$ cat config.mk
export PLATFORM = sky130hd
export DESIGN_NAME = com_scan_shifter
export DESIGN_NICKNAME = d
export VERILOG_FILES = /design/src/rtl/com_scan_pkg.sv /design/src/rtl/line_edge_det.sv /design/src/rtl/scan_chain.sv /design/src/rtl/level_encode.sv /design/src/rtl/port_dir_ctl.sv /design/src/rtl/com_scan_shifter.sv
export SDC_FILE = /design/constraint.sdc
export NUM_CORES = 1
export LEC_CHECK = 0
export BUFFER_PORTS_ARGS = -buffer_cell sky130_fd_sc_hd__buf_2
export CORE_AREA = 5 5 136 138
export CTS_CLUSTER_DIAMETER = 40
export DETAILED_ROUTE_END_ITERATION = 6
export DIE_AREA = 0 0 141 143
export PLACE_DENSITY = 0.84
export RECOVER_POWER = 50
export SYNTH_ARGS = -nofsm -noshare
export SYNTH_HDL_FRONTEND = slang
export SYNTH_HIERARCHICAL = 1
export SYNTH_SLANG_ARGS = --single-unit
$ cat constraint.sdc
create_clock -name clk -period 7.3 [get_ports clk]
set_input_delay 0.365 -clock clk [delete_from_list [all_inputs] [get_ports clk]]
set_output_delay 0.365 -clock clk [all_outputs]
set_load 0.02 [all_outputs]
$ cat src/rtl/com_scan_pkg.sv
package com_scan_pkg;

  // 2-bit drive-level codes handed to the analog output stage
  typedef enum logic [1:0] {
    LVL_SEL_HI  = 2'b00,  // selected, alternation high
    LVL_NSEL_LO = 2'b01,  // non-selected, alternation low
    LVL_NSEL_HI = 2'b10,  // non-selected, alternation high
    LVL_SEL_LO  = 2'b11   // selected, alternation low
  } level_e;

  function automatic level_e level_of(input logic bit_sel, input logic m);
    case ({bit_sel, m})
      2'b00:   level_of = LVL_NSEL_LO;
      2'b01:   level_of = LVL_NSEL_HI;
      2'b10:   level_of = LVL_SEL_LO;
      default: level_of = LVL_SEL_HI;
    endcase
  endfunction

endpackage

$ cat src/rtl/line_edge_det.sv
module line_edge_det (
  input  logic clk,
  input  logic rst,
  input  logic line_clk,
  input  logic edge_rise_sel,
  output logic shift_en
);
  logic prev_q;

  // During reset the previous sample tracks the line so release is edge-free
  always_ff @(posedge clk) begin
    prev_q <= line_clk;
  end

  always_comb begin
    if (rst)
      shift_en = 1'b0;
    else if (edge_rise_sel)
      shift_en = line_clk & ~prev_q;
    else
      shift_en = ~line_clk & prev_q;
  end
endmodule

$ cat src/rtl/scan_chain.sv
module scan_chain #(
  parameter int N = 64
) (
  input  logic         clk,
  input  logic         rst,
  input  logic         shift_en,
  input  logic         dir_fwd,
  input  logic         ser_in,
  output logic [N-1:0] stages
);
  logic [N-1:0] stage_q;

  generate
    for (genvar i = 0; i < N; i++) begin : g_stage
      logic from_low, from_high;
      if (i == 0) begin : g_first
        assign from_low = ser_in;
      end else begin : g_mid_lo
        assign from_low = stage_q[i-1];
      end
      if (i == N-1) begin : g_last
        assign from_high = ser_in;
      end else begin : g_mid_hi
        assign from_high = stage_q[i+1];
      end

      always_ff @(posedge clk) begin
        if (rst)
          stage_q[i] <= 1'b0;
        else if (shift_en)
          stage_q[i] <= dir_fwd ? from_low : from_high;
      end
    end
  endgenerate

  assign stages = stage_q;
endmodule

$ cat src/rtl/level_encode.sv
module level_encode
  import com_scan_pkg::*;
#(
  parameter int N = 64,
  localparam int W = 2 * N
) (
  input  logic         clk,
  input  logic         rst,
  input  logic [N-1:0] stages,
  input  logic         alt_m,
  output logic [W-1:0] level_code
);
  generate
    for (genvar i = 0; i < N; i++) begin : g_ch
      always_ff @(posedge clk) begin
        if (rst)
          level_code[2*i +: 2] <= LVL_NSEL_LO;
        else
          level_code[2*i +: 2] <= level_of(stages[i], alt_m);
      end
    end
  endgenerate
endmodule

$ cat src/rtl/port_dir_ctl.sv
module port_dir_ctl (
  input  logic clk,
  input  logic rst,
  input  logic master_mode,
  input  logic dir_fwd,
  input  logic frame_start,
  input  logic port_a_in,
  input  logic port_b_in,
  output logic ser_in,
  output logic port_a_oe,
  output logic port_b_oe
);
  always_comb begin
    if (master_mode)
      ser_in = frame_start;
    else if (dir_fwd)
      ser_in = port_a_in;
    else
      ser_in = port_b_in;
  end

  always_ff @(posedge clk) begin
    if (rst) begin
      port_a_oe <= 1'b0;
      port_b_oe <= 1'b0;
    end else begin
      port_a_oe <= master_mode | ~dir_fwd;
      port_b_oe <= master_mode | dir_fwd;
    end
  end
endmodule

$ cat src/rtl/com_scan_shifter.sv
module com_scan_shifter
  import com_scan_pkg::*;
#(
  parameter int N = 64,
  localparam int W = 2 * N
) (
  input  logic         clk,
  input  logic         rst,
  input  logic         line_clk,
  input  logic         edge_rise_sel,
  input  logic         dir_fwd,
  input  logic         master_mode,
  input  logic         frame_start,
  input  logic         alt_m,
  input  logic         port_a_in,
  output logic         port_a_out,
  output logic         port_a_oe,
  input  logic         port_b_in,
  output logic         port_b_out,
  output logic         port_b_oe,
  output logic [W-1:0] level_code
);
  logic         shift_en;
  logic         ser_in;
  logic [N-1:0] stages;

  line_edge_det u_edge (
    .clk          (clk),
    .rst          (rst),
    .line_clk     (line_clk),
    .edge_rise_sel(edge_rise_sel),
    .shift_en     (shift_en)
  );

  port_dir_ctl u_dir (
    .clk        (clk),
    .rst        (rst),
    .master_mode(master_mode),
    .dir_fwd    (dir_fwd),
    .frame_start(frame_start),
    .port_a_in  (port_a_in),
    .port_b_in  (port_b_in),
    .ser_in     (ser_in),
    .port_a_oe  (port_a_oe),
    .port_b_oe  (port_b_oe)
  );

  scan_chain #(.N(N)) u_chain (
    .clk     (clk),
    .rst     (rst),
    .shift_en(shift_en),
    .dir_fwd (dir_fwd),
    .ser_in  (ser_in),
    .stages  (stages)
  );

  level_encode #(.N(N)) u_lvl (
    .clk       (clk),
    .rst       (rst),
    .stages    (stages),
    .alt_m     (alt_m),
    .level_code(level_code)
  );

  // End stages are flops, so the serial outputs are registered
  assign port_a_out = stages[0];
  assign port_b_out = stages[N-1];
endmodule

## Yosys cells after proc, flatten, opt, wreduce, memory -nomap -nowiden

Cells that the tools add are included.
W data, S select, Z words.

- Equality and inequality tests: 128
- Bitwise logic cells: 7
- Reductions and logical operators: 64
- Muxes and demuxes: 132

Operators with widths:

| kind | count |
|---|---|
| $pmux W2 S3 | 64 |
| $eq A2 B1 Y1 const B | 64 |
| $eq A2 B2 Y1 const B | 64 |
| $logic_not A2 Y1 | 64 |
| $mux W1 | 68 |
| $not A1 Y1 | 3 |
| $and A1 B1 Y1 | 2 |
| $or A1 B1 Y1 | 2 |

- Input port bits: 10
- Flip-flop bits (word level): 195

## Logic depth before layout (Yosys ltp)

- Depth after elaboration: 4
- Gate-level depth with buffers: 6

## By module

The synthesis kept the hierarchy.

By module, submodules not included:

| module | times used | cells each | area an instance (sq um) |
|---|---|---|---|
| level_encode | 1 | 511 | 5741.8 |
| scan_chain | 1 | 348 | 3313.2 |
| port_dir_ctl | 1 | 9 | 75.1 |
| line_edge_det | 1 | 4 | 41.3 |

## Worst setup path after synthesis

No wires, ideal clock.

- Path type: in2reg
- Start: input port alt_m
- End: register u_lvl.level_code[101]
- Stages on the path: 3
- Data arrival time: 3280 ps
- Setup slack: 3903 ps
- Required time: 7182 ps
- Cells stage by stage: inv_1 > ha_1 > nor2b_1

- Longest elaborated chain between the ends: 2
- Elaborated cells on any way between the ends: 4
- Those cells by class: eq/ne (2); mux (1); reduce/logical (1)

RTL lines:

| element | RTL line | text |
|---|---|---|
| start, declared | com_scan_shifter.sv:14 | `input logic alt_m,` |
| $eq A2 B2 Y1 (tied with other cells) | com_scan_pkg.sv:12 | `case ({bit_sel, m})` |
| $pmux W2 S3 * | com_scan_pkg.sv:12 |  |
| end signal, assigned by index | level_encode.sv:19 | `level_code[2*i +: 2] <= level_of(stages[i], alt_m);` |
| end, declared | level_encode.sv:11 | `output logic [W-1:0] level_code` |

Every way passes the cells marked *; elsewhere a longest branch is shown, timed or not.
A chain may end at the register's enable or synchronous reset.

## Worst setup path after layout

- Start: input port alt_m
- End: register u_lvl.level_code[38]

The elaborated chain is that of the path after synthesis.

==> run_results.csv <==
group,metric,value,unit
floorplanning,die_x,141,um
sta,slew_viol_final,58,
sta,timing.final.setup_violations,0,
logic_synthesis,yosys.area.top_type_share,0.4256,
critical_path,critPathRequiredTime,7.60,ns
critical_path,regToRegStartpoint,"u_edge/prev_q",
detailed_routing,drtIter0Drc,325,
logic_synthesis,synth_seq_cells,195,
grt,grt_antenna_before_repair,0,
cells_and_area,fillerInstances,1494,
grt,grt_use_met3,0.03885,
grt,remaining_overflow_grt,0,
sta,fmax,241.5,MHz
pwr,switching_share,0.2607,
detailed_routing,total_wire_length,16180,um
critical_path,timing.critical_path.to_type,"flop",
pwr,power_frac_comb,0.126,
clock_tree,clock_tree.buffer_depth,2,
critical_path,critPathCapture,"u_lvl/level_code[38]",
floorplanning,ioPinCount,142,
critical_path,timing.critical_path.arrival,4.44,ns
critical_path,cp_max_fo,72,
status,violations,"max-capacitance violations, max-slew violations",
critical_path,worstReg2RegEnd,"u_chain/g_stage[14].from_high",
critical_path,critical-path-top-cell-by-count,"buf_4",
clock_tree,cts_tree,"done",
critical_path,timing.critical_path.slowest_stage_cell,"clkinvlp_2",
detailed_routing,vias_cell,4.880,
grt,global_route.usage.met2,0.2777,
detailed_routing,antenna_left,0,
grt,grt_pass1_wl,26820,um
critical_path,regToRegSetupSlack,4.90,ns
floorplanning,die_height,143,um
pwr,vdd.ir_drop.worst,0.1651,mV
logic_synthesis,synthTopCellsByArea,"dfxtp_1 (43%), ha_1 (21%), mux2i_1 (7.1%), a211oi_1 (5.2%), buf_4 (5.2%)",
logic_synthesis,synth_nets,1034,
pwr,pwr_per_cell_area,243.5,nW/um^2
grt,grt_start_max_net_pins,129,
grt,grt_pass1_vias,5452,
sta,rsz0062_at_grt,"false",
logic_synthesis,count_of_yosys_warnings_during_synthesis,6,
cells_and_area,layout.nets,1092,
detailed_routing,drc_errors,0,
cells_and_area,post_route_cells_drive_above_1_share,0.04574,
critical_path,startpoint_type,"input port",
cells_and_area,layout.cells.most_common,"dfxtp_1",
detailed_routing,num_vias,5685,
floorplanning,design.die.area,20160,um^2
pwr,clock_power_share,0.379,
critical_path,path_class,"in -> reg",
flow_run,timing.max_cap.violations,1,
clock_tree,post_cts_hold_buffer_count,0,
logic_synthesis,share_of_the_yosys_chip_area_belonging_to_registers,0.4256,
cells_and_area,area.sequential,3904,um^2
detailed_routing,drtPass1Iterations,4,
sta,worst_clock_skew,0.007922,ns
cells_and_area,area_taken_by_multi_input_logic_gates,4248,um^2
clock_tree,worstSkewPairLatency,0.42,ns
placed_design,io_buffers,141,
critical_path,startpoint,"alt_m",
clock_tree,clkSlewWorstSetupHoldPaths,0.06,ns
critical_path,reg2regPathDepth,5,
logic_synthesis,yosys.area.top_type,"dfxtp_1",
sta,finalSetupTns,0,ns
critical_path,timing.critical_path.slowest_cell_delay,1.83,ns
clock_tree,clock_tree.root_cell,"clkbuf_16",
pwr,cell_internal_pwr,0.001770,W
floorplanning,initial_utilization,0.5377,
sta,max_slew_margin,-0.5275,
clock_tree,clock_sinks,195,
hold_path,worst_hold_path_type,"in -> reg",
clock_tree,post-cts-setup-buffer-count,0,
placed_design,place_ws,4.564,ns
grt,grt_use_met1,0.1978,
floorplanning,core,17060,um^2
placed_design,place.detailed.hpwl,10200,um
sta,worst-slew-pin-transition,2.279,ns
logic_synthesis,synthCells,872,
logic_synthesis,avgSynthCellArea,10.52,um^2
critical_path,cp_cell_sequence,"buf_2, buf_4, clkinvlp_2, buf_4, ha_1, or3_1",
cells_and_area,areaGrowthSynthToFinish,7.231,%
clock_tree,h-tree-depth,4,
pwr,net-switching-power,0.0006243,W
grt,top_usage_layer,"met2",
sta,setup_ws,3.159,ns
clock_tree,cts_buffers,17,
logic_synthesis,synthesized_cell_area,9171,um^2
cells_and_area,layout.cells.most_common_list,"dfxtp_1 (195), ha_1 (152), clkbuf_1 (133)",
pwr,share_seq_of_total_power,0.495,
sta,final_hold_viol_count,0,
pwr,p_leak,4.223,nW
logic_synthesis,synth_cell_type_count,20,
sta,hold-worst-slack,0.09475,ns
cells_and_area,antennaDiodeCount,0,
sta,post-route-min-period,4.141,ns
floorplanning,fp-row-count,48,
detailed_routing,route.detailed.wl_per_inst,13.89,um
grt,grt_usage,0.1622,
sta,final_min_period_over_clock_period,0.5672,
clock_tree,post_cts_resized,0,
placed_design,place_congestion,0.7137,
status,run_status,"finished, violations left",
-- worst min path at each step --
| stage | start | end | slack, ns | depth (start not counted) |
|---|---|---|---|---|
| global route | line_clk | u_edge/prev_q | 0.08 | 1 |
| finish | line_clk | u_edge/prev_q | 0.09 | 1 |
| global placement | line_clk | u_edge/prev_q | 0.50 | 1 |
| detailed placement | line_clk | u_edge/prev_q | 0.50 | 1 |
| CTS | line_clk | u_edge/prev_q | 0.05 | 1 |
| floorplan | line_clk | u_edge/prev_q | 0.39 | 0 |
-- cells in the mapped netlist, drive strengths merged --
master  number
clkbuf      12
dfxtp      195
nor2        90
nand2        1
nand3b       1
mux2i       65
a21oi        2
o21bai      24
or3         40
nor2b       64
o21ai        1
inv         66
or3b         1
buf         94
a211oi      64
ha         152
-- cell type report --
type                            count  area share
Multi-Input combinational cell    505      0.4319
Sequential cell                   195      0.3969
Timing Repair Buffer              145     0.05878
Clock buffer                       20     0.04746
Tap cell                          225     0.02863
Inverter                           66     0.02532
Clock inverter                      9     0.01094
-- cells by family after synthesis --
group | count (synthesis) | synth area share
buf+inv | 172 | 0.1124
simple gates | 197 | 0.1100
mux | 65 | 0.07094
fa+ha+maj | 152 | 0.2074
flops | 195 | 0.4256
compound gates | 91 | 0.07367
-- worst max-delay path: cells and delay by family --
| kind | cells | cell delay (ns) |
|---|---|---|
| buf+inv | 4 | 3.27 |
| simple gates | 1 | 0.38 |
| fa+ha+maj | 1 | 0.34 |
-- power groups by stage --
stage,Clock (W),Combinational (W),Sequential (W)
after floorplan,0,0.000190,0.00126
after global placement,0,0.000307,0.00121
after detailed placement,0,0.000320,0.00121
after CTS,0.000934,0.000323,0.00118
after global routing,0.000982,0.000341,0.00120
final,0.000907,0.000302,0.00119
-- sequential cells by signal, indices dropped and copies added, names as in the netlist --
| name | cells |
|---|---|
| u_chain/g_stage.from_high | 61 |
| u_chain/g_stage.from_low | 3 |
| u_dir/port_a_oe | 1 |
| u_dir/port_b_oe | 1 |
| u_edge/prev_q | 1 |
| u_lvl/level_code | 128 |
-- metrics by stage --
stage	utilization	instances	cell area [um^2]	total power, W
after floorplan	-	872	9171	0.001453
after global placement	0.5527	1136	9428	0.001514
after detailed placement	0.5527	1136	9428	0.001527
after CTS	0.5864	1165	10000	0.002441
after global routing	0.5766	1165	9834	0.002519
final	0.5766	1165	9834	0.002394
-- routing by layer --
| metal | vias up | share of wire |
|---|---|---|
| met5 | - | 0 |
| met1 | 2647 | 0.45 |
| li1 | 2927 | - |
| met2 | 89 | 0.49 |
| met4 | 0 | 0.019 |
| met3 | 22 | 0.041 |
No activity file was read; power rests on OpenSTA's default activity.
